$ cat config.mk
export PLATFORM = sky130hd
export DESIGN_NAME = disk_maint_shift
export DESIGN_NICKNAME = d
export VERILOG_FILES = /design/src/rtl/dm_pkg.sv /design/src/rtl/dm_decode.sv /design/src/rtl/dm_ctrl.sv /design/src/rtl/dm_shift.sv /design/src/rtl/disk_maint_shift.sv
export SDC_FILE = /design/constraint.sdc
export NUM_CORES = 1
export LEC_CHECK = 0
export BUFFER_PORTS_ARGS = -buffer_cell sky130_fd_sc_hd__buf_4
export CAP_MARGIN = 15
export CELL_PAD_IN_SITES_DETAIL_PLACEMENT = 1
export CELL_PAD_IN_SITES_GLOBAL_PLACEMENT = 1
export CORE_ASPECT_RATIO = 1.5
export CORE_UTILIZATION = 46
export CTS_BUF_LIST = sky130_fd_sc_hd__clkbuf_16
export CTS_CLUSTER_DIAMETER = 50
export DETAILED_ROUTE_END_ITERATION = 8
export MAX_ROUTING_LAYER = met4
export PLACE_DENSITY_LB_ADDON = 0.1
export RECOVER_POWER = 25
export SLEW_MARGIN = 20
export SYNTH_ARGS = -nofsm -noshare
export SYNTH_HDL_FRONTEND = slang
export SYNTH_SLANG_ARGS = --single-unit
$ cat constraint.sdc
create_clock -name clk -period 2.5 [get_ports clk]
set_input_delay 0.25 -clock clk [delete_from_list [all_inputs] [get_ports clk]]
set_output_delay 0.25 -clock clk [all_outputs]
set_load 0.03 [all_outputs]
$ cat src/rtl/dm_pkg.sv
package dm_pkg;
  localparam logic [2:0] FN_CLEAR = 3'd2;
  localparam logic [2:0] FN_LOAD  = 3'd3;
  localparam logic [2:0] FN_MAINT = 3'd7;

  localparam int unsigned WB_MODE  = 11;
  localparam int unsigned WB_ROUTE = 10;
  localparam int unsigned WB_UPPER = 9;
  localparam int unsigned WB_LOW   = 7;
  localparam int unsigned WB_READ  = 4;

  typedef struct packed {
    logic clr;
    logic lda;
    logic mnt;
  } dm_evt_t;

  typedef struct packed {
    logic mode;
    logic route;
    logic upper;
    logic low;
    logic rd;
  } dm_sel_t;
endpackage

$ cat src/rtl/dm_decode.sv
module dm_decode
  import dm_pkg::*;
#(
  parameter int unsigned AW = 12
) (
  input  logic          cmd_stb,
  input  logic [2:0]    cmd_fn,
  input  logic [AW-1:0] ac_in,
  output dm_evt_t       evt,
  output dm_sel_t       sel
);
  always_comb begin
    evt.clr = cmd_stb && (cmd_fn == FN_CLEAR);
    evt.lda = cmd_stb && (cmd_fn == FN_LOAD);
    evt.mnt = cmd_stb && (cmd_fn == FN_MAINT);
    sel.mode  = ac_in[WB_MODE];
    sel.route = ac_in[WB_ROUTE];
    sel.upper = ac_in[WB_UPPER];
    sel.low   = ac_in[WB_LOW];
    sel.rd    = ac_in[WB_READ];
  end
endmodule

$ cat src/rtl/dm_ctrl.sv
module dm_ctrl
  import dm_pkg::*;
(
  input  logic    clk,
  input  logic    rst_n,
  input  dm_evt_t evt,
  input  dm_sel_t sel,
  output logic    low_sh,
  output logic    up_sh,
  output logic    buf_sh,
  output logic    rd_ev
);
  logic mode_q, route_q;
  logic mode_eff, route_eff, step_ok;

  always_comb begin
    mode_eff  = mode_q | sel.mode;
    route_eff = route_q | sel.route;
    step_ok   = evt.mnt & mode_eff;
    low_sh    = step_ok & sel.low;
    up_sh     = step_ok & sel.upper;
    buf_sh    = up_sh & route_eff;
    rd_ev     = evt.mnt & sel.rd;
  end

  always_ff @(posedge clk or negedge rst_n) begin
    if (!rst_n) begin
      mode_q  <= 1'b0;
      route_q <= 1'b0;
    end else if (evt.clr) begin
      mode_q  <= 1'b0;
      route_q <= 1'b0;
    end else if (evt.mnt) begin
      mode_q  <= mode_eff;
      route_q <= route_eff;
    end
  end

  // once set, mode survives every command except a clear
  p_mode_sticky_r4: assert property (@(posedge clk) disable iff (!rst_n)
    (mode_q && !evt.clr) |=> mode_q);
  // routing is sticky in the same way
  p_route_sticky_r5: assert property (@(posedge clk) disable iff (!rst_n)
    (route_q && !evt.clr) |=> route_q);
endmodule

$ cat src/rtl/dm_shift.sv
module dm_shift #(
  parameter int unsigned AW  = 12,
  parameter int unsigned LOW = 5
) (
  input  logic          clk,
  input  logic          rst_n,
  input  logic          clr,
  input  logic          lda,
  input  logic [AW-1:0] ac_in,
  input  logic          low_sh,
  input  logic          up_sh,
  input  logic          buf_sh,
  output logic [AW-1:0] buf_q
);
  localparam int unsigned UPW = AW - LOW;

  logic [LOW-1:0] low_q;
  logic [UPW-1:0] up_q;
  logic           low_out, up_out;

  function automatic logic [LOW-1:0] push_low(input logic [LOW-1:0] v, input logic b);
    return {v[LOW-2:0], b};
  endfunction

  function automatic logic [UPW-1:0] push_up(input logic [UPW-1:0] v, input logic b);
    return {v[UPW-2:0], b};
  endfunction

  function automatic logic [AW-1:0] push_buf(input logic [AW-1:0] v, input logic b);
    return {v[AW-2:0], b};
  endfunction

  assign low_out = low_sh & low_q[LOW-1];
  assign up_out  = up_q[UPW-1];

  always_ff @(posedge clk or negedge rst_n) begin
    if (!rst_n) begin
      low_q <= '0;
      up_q  <= '0;
      buf_q <= '0;
    end else if (clr) begin
      low_q <= '0;
      up_q  <= '0;
      buf_q <= '0;
    end else if (lda) begin
      low_q <= ac_in[LOW-1:0];
      up_q  <= ac_in[AW-1:LOW];
    end else begin
      if (low_sh) low_q <= push_low(low_q, 1'b0);
      if (up_sh)  up_q  <= push_up(up_q, low_out);
      if (buf_sh) buf_q <= push_buf(buf_q, up_out);
    end
  end

  // a buffer shift takes the upper segment's top bit into bit 0
  p_lsb_entry_r6: assert property (@(posedge clk) disable iff (!rst_n)
    (buf_sh && !clr && !lda) |=> (buf_q[0] == $past(up_q[UPW-1])));
  // without a buffer shift or clear the buffer holds
  p_buf_hold_r8: assert property (@(posedge clk) disable iff (!rst_n)
    (!buf_sh && !clr) |=> $stable(buf_q));
endmodule

$ cat src/rtl/disk_maint_shift.sv
module disk_maint_shift
  import dm_pkg::*;
#(
  parameter int unsigned AW  = 12,
  parameter int unsigned LOW = 5
) (
  input  logic          clk,
  input  logic          rst_n,
  input  logic          cmd_stb,
  input  logic [2:0]    cmd_fn,
  input  logic [AW-1:0] ac_in,
  output logic [AW-1:0] ac_out
);
  dm_evt_t       evt;
  dm_sel_t       sel;
  logic          low_sh, up_sh, buf_sh, rd_ev;
  logic [AW-1:0] buf_q;

  dm_decode #(.AW(AW)) u_dec (
    .cmd_stb(cmd_stb), .cmd_fn(cmd_fn), .ac_in(ac_in), .evt(evt), .sel(sel)
  );

  dm_ctrl u_ctrl (
    .clk(clk), .rst_n(rst_n), .evt(evt), .sel(sel),
    .low_sh(low_sh), .up_sh(up_sh), .buf_sh(buf_sh), .rd_ev(rd_ev)
  );

  dm_shift #(.AW(AW), .LOW(LOW)) u_shift (
    .clk(clk), .rst_n(rst_n), .clr(evt.clr), .lda(evt.lda), .ac_in(ac_in),
    .low_sh(low_sh), .up_sh(up_sh), .buf_sh(buf_sh), .buf_q(buf_q)
  );

  always_ff @(posedge clk or negedge rst_n) begin
    if (!rst_n)         ac_out <= '0;
    else if (evt.clr)   ac_out <= '0;
    else if (rd_ev)     ac_out <= buf_q;
  end

  // a clear leaves the accumulator at zero
  p_clear_acc_r3: assert property (@(posedge clk) disable iff (!rst_n)
    evt.clr |=> (ac_out == '0));
  // accumulator moves only on read or clear
  p_acc_hold_r7: assert property (@(posedge clk) disable iff (!rst_n)
    (!rd_ev && !evt.clr) |=> $stable(ac_out));
  // read returns the pre-shift buffer value
  p_read_old_r7: assert property (@(posedge clk) disable iff (!rst_n)
    (rd_ev && !evt.clr) |=> (ac_out == $past(buf_q)));
endmodule

# Yosys cells after proc, flatten, opt, wreduce, memory -nomap -nowiden
# Cells that the tools add are included.
dict set report word_totals {
  mem_bits_rw 0
  mem_bits_ro 0
  ff_bits 38
  n_memories 0
  out_inout_bits 12
  latch_bits 0
}
dict set report classes {
  n_bitwise 8
  mul 0
  addsub 0
  div_mod_pow 0
  magnitude_cmp 0
  n_mux 15
  eq_ne 4
  n_reduce_logical 9
  shifts 0
}
# operator n
set op_table {}
lappend op_table {{two-way mux 12 bit} 5}
lappend op_table {{two-way mux 7 bit} 3}
lappend op_table {{two-way mux 5 bit} 3}
lappend op_table {{bitwise AND 1 bit} 6}
lappend op_table {{equality test 3 x 2 -> 1 bit, second input constant} 2}
lappend op_table {{nonzero test 2 bit} 3}
lappend op_table {{nonzero test 3 bit} 2}
lappend op_table {{two-way mux 1 bit} 4}
lappend op_table {{equality test 3 bit, second input constant} 1}
lappend op_table {{logical AND 1 bit} 3}
lappend op_table {{inequality test 2 x 1 -> 1 bit, second input constant} 1}
lappend op_table {{OR 1 bit} 2}
lappend op_table {{AND reduction 2 bit} 1}

# Logic depth before layout (Yosys ltp)
dict set report depth {
  word_depth 8
  depth_mapped 5
  ltp_nobuf 3
}

# Hierarchy
# Synthesis repeated with hierarchy kept, for this count alone.
dict set report hier_totals {
  cells_unflattened 164
  hier_area_um2 1843.0
}
# module cells_each seq_area_each_um2 instances area_per_inst_um2
set by_module_without_submodules {}
lappend by_module_without_submodules {dm_shift 107 600.6 1 1187.4}
lappend by_module_without_submodules {disk_maint_shift 38 300.3 1 480.5}
lappend by_module_without_submodules {dm_ctrl 11 50.0 1 103.8}
lappend by_module_without_submodules {dm_decode 8 0.0 1 71.3}

# Least setup slack after synthesis
# No wires, ideal clock.
dict set report synth_path {
  kind {reg-to-reg}
  startpoint {reg u_ctrl.mode_q}
  endpoint {reg u_shift.buf_q[0]}
  period_less_slack_ns 1.286
  path_slack_ns 1.214
  t_required_ns 2.376
  stages_incl_launch_ff 6
  setup_time_ns 0.124
  arrival_ns 1.162
  cell_sequence {dfrtp_1 > o211a_1 > buf_4 > o211a_4 > buf_6 > mux2i_1}
}
dict set report synth_between {
  elab_chain_len 6
}
# element line_no
set synth_lines {}
lappend synth_lines {{start: declaration} dm_ctrl.sv:13} ;# logic mode_q, route_q;
lappend synth_lines {{start signal: assignment} dm_ctrl.sv:34} ;# mode_q <= mode_eff;
lappend synth_lines {{OR 1 bit} dm_ctrl.sv:17} ;# mode_eff = mode_q | sel.mode;
lappend synth_lines {{bitwise AND 1 bit} dm_ctrl.sv:19} ;# step_ok = evt.mnt & mode_eff;
lappend synth_lines {{bitwise AND 1 bit} dm_ctrl.sv:21} ;# up_sh = step_ok & sel.upper;
lappend synth_lines {{bitwise AND 1 bit} dm_ctrl.sv:22} ;# buf_sh = up_sh & route_eff;
lappend synth_lines {{nonzero test 2 bit (no line)} -}
lappend synth_lines {{AND reduction 2 bit (no line)} -}
lappend synth_lines {{end signal: assignment} dm_shift.sv:51} ;# if (buf_sh) buf_q <= push_buf(buf_q, up_out);
lappend synth_lines {{end: declaration} dm_shift.sv:13} ;# output logic [AW-1:0] buf_q
# Every way passes these cells.
# A chain may end at the register's enable or synchronous reset.

# Worst setup path in the final report
dict set report layout_path {
  startpoint {reg u_ctrl.mode_q}
  endpoint {reg u_shift.buf_q[11]}
}
# The elaborated chain is that of the path after synthesis.

==> metrics.yaml <==
timing:
  skew_ns: 0.00686
  timing.final.max_slew_violations: 0
  fin_crit_ns: 1.52
  hold_viol: 0
  finalCritPeriodShare_pct: 60.8
  setup_tns_ns: 0
  max_freq_ghz: 0.658
  timing.slew.headroom_pct: 37.5
  worstMarginPinSlew_ns: 0.937
  rsz0062_at_grt: "false"
  finalSetupViolations: 0
die:
  die_h_um: 80.5
  ioPinCount: 30
  core_area_sq_um: 3920
  initial_utilization_pct: 48.1
  rows: 28
  die_w_um: 54.3
  dieArea_sq_um: 4370
critical_path:
  cpPeakStageDelay_ns: 0.43
  slowest_stage: "dfrtp_1"
  crit_path_start_kind: "register"
  critPathKind: "register to register"
  required_ns: 2.70
  crit_fanout: 12
  cp.arrival_ns: 1.72
  r2r_setup_slack_ns: 0.98
  crit_chain: "o211a_1 > o211a_4 > mux2i_1"
  worst_setup_path_end_kind: "register"
cells_and_area:
  area_delta_synth_final_pct: 18.7
  post-route-util_pct: 57.1
  drive_gt1_share_pct: 17.1
  final_area_sq_um: 2240
  antennaDiodeCount: 0
  nNetsFinal: 233
synth:
  synth_top_cell_by_area: "dfrtp_1"
  mappedNetlistNets: 209
  synthTopCellsByArea: "dfrtp_1, mux2i_1, o21ai_1, nand2_1, a22oi_1"
  yosys_register_bits: 38
  synth-warning-count: 0
  ys.flop_type: "dfrtp_1"
  async_reset_ff_share_pct: 100
  synthDistinctLibCells: 31
  yosysSeqAreaShare_pct: 50.4
  synth_edf_count: 0
  synthCells: 191
  yosys.area.top_type_share_pct: 50.4
  syn-cell-area_sq_um: 1890
  syn_avg_cell_area_sq_um: 9.89
grt:
  antenna_found_initial: 0
  met2_usage_pct: 45.1
  grt_pass1_wl_mm: 7.64
  grt_pass1_vias: 1641
  met1_usage_pct: 26.3
  use_met3_pct: 5.87
  track_usage_pct: 26.0
  grt-ovfl-total: 0
  grt_max_degree: 39
  grt_busiest_layer: "met2"
place:
  dp_hpwl_mm: 3.28
  dpl_cell_area_sq_um: 2100
  port_buffers: 29
  place_congestion: 0.764
clocking:
  htreeDepth: 2
  cts_tree: "done"
  post_cts_buffers: 0
  cts_buffers: 5
  clock_path_buffers: 2
  path_clk_slew_ns: 0.06
  cts-root-buf: "clkbuf_16"
  clkLatencyLatePin_ns: 0.28
  clock-sinks: 38
detailed_routing:
  final_antenna_net_count: 0
  firstDrtPassIters: 4
  avgRoutedWirePerCell_um: 17.7
  vias: 1528
  via_per_inst: 5.85
  drtIter0Drc: 33
  drt-total-wl_mm: 4.62
  drc: 0
power:
  power_density_nw_per_um2: 679
  peakVddDrop_mv: 0.586
  p_leak_nw: 1.01
  finalPower_mw: 1.52
status:
  status: "completed"
min_path:
  min_path_type: "primary input to register"
run:
  drv_cap: 0
[layout make-up]
cell class,instances,area [sq um]
repair buffers,31,233
flip-flops and latches,38,951
clock buffers,5,125
multi-input cells,125,811
fillers,457,1680
well taps,45,56.3
clock inverters,3,12.5
inverters,14,52.6
[cells by family after synthesis]
logic type	Yosys count	share of synthesized area, %
simple gates	56	14.8
compound gates	47	16.4
flops	38	50.4
buf+inv	28	6.69
mux	22	11.8
[registers in the layout, indices dropped and copies added (netlist names)]
name and flops:
ac_out 12, u_shift.buf_q 12, u_shift.up_q 7, u_shift.low_q 5, u_ctrl.mode_q 1, u_ctrl.route_q 1
[path summary, 6_finish.rpt]
path,from,to,cells after the start
setup / recovery,u_ctrl.mode_q,u_shift.buf_q[11],3
hold / removal,ac_in[5],u_shift.up_q[0],3
setup reg to reg,u_ctrl.mode_q,u_shift.buf_q[11],3
hold reg to reg,ac_out[1],ac_out[1],2
max in group asynchronous,rst_n,u_shift.up_q[4],2
min in group asynchronous,rst_n,u_shift.up_q[1],2
[per-layer routing]
layer	wire length (um)	share of wire, %
met5	0	0
met1	1830	39
met2	2550	55
met4	118	2.6
met3	133	2.9
[critical path, delay by kind of cell, from the launching register on]
| family | cells | cell delay [ns] |
|---|---|---|
| DFF | 1 | 0.43 |
| AOI/OAI and AO/OA | 2 | 0.79 |
| muxes | 1 | 0.22 |
[cell usage in the layout (no fill, tap or decap), types with 2 or more instances in the layout]
cell       netlist  routed
dfrtp_1         38      38
buf_4            2      29
nand2_1         24      24
mux2i_1         20      20
o21ai_1         18      18
inv_1           14      15
nand3_1         15      15
a22oi_1         10      10
and3_1           8       8
clkbuf_16        0       5
o21ai_0          4       4
a21oi_1          4       4
o211a_1          2       2
nor3_1           2       2
a21o_1           2       2
a22o_1           2       2
mux2_1           2       2
[synthesized netlist by cell type (4+ instances only)]
library cell,count
nand2_1,24
dfrtp_1,38
a22oi_1,10
and3_1,8
mux2i_1,20
nand3_1,15
o21ai_1,18
clkbuf_1,6
buf_2,5
a21oi_1,4
o21ai_0,4
inv_1,14
[power by group]
part	switching [mW]	internal [mW]	leakage [nW]	total, mW
sequential	0.0455	0.672	0.491	0.718
combinational	0.111	0.0946	0.446	0.206
clock	0.238	0.360	0.0724	0.598
[repair_timing]
item,in CTS,in global routing
hold buffers,1,0
endpoints found under the hold margin,38,0
resized for setup,0,0
[stage by stage]
stage	hold slack [ns]	cells	worst slack [ns]
after detailed placement	0.249	252	0.830
after global placement	0.237	252	0.922
after global routing	0.225	261	0.880
after CTS	0.199	261	0.966
final	0.202	261	0.980
after floorplan	-0.0456	191	1.21
Power figures use the tool's default switching activity.
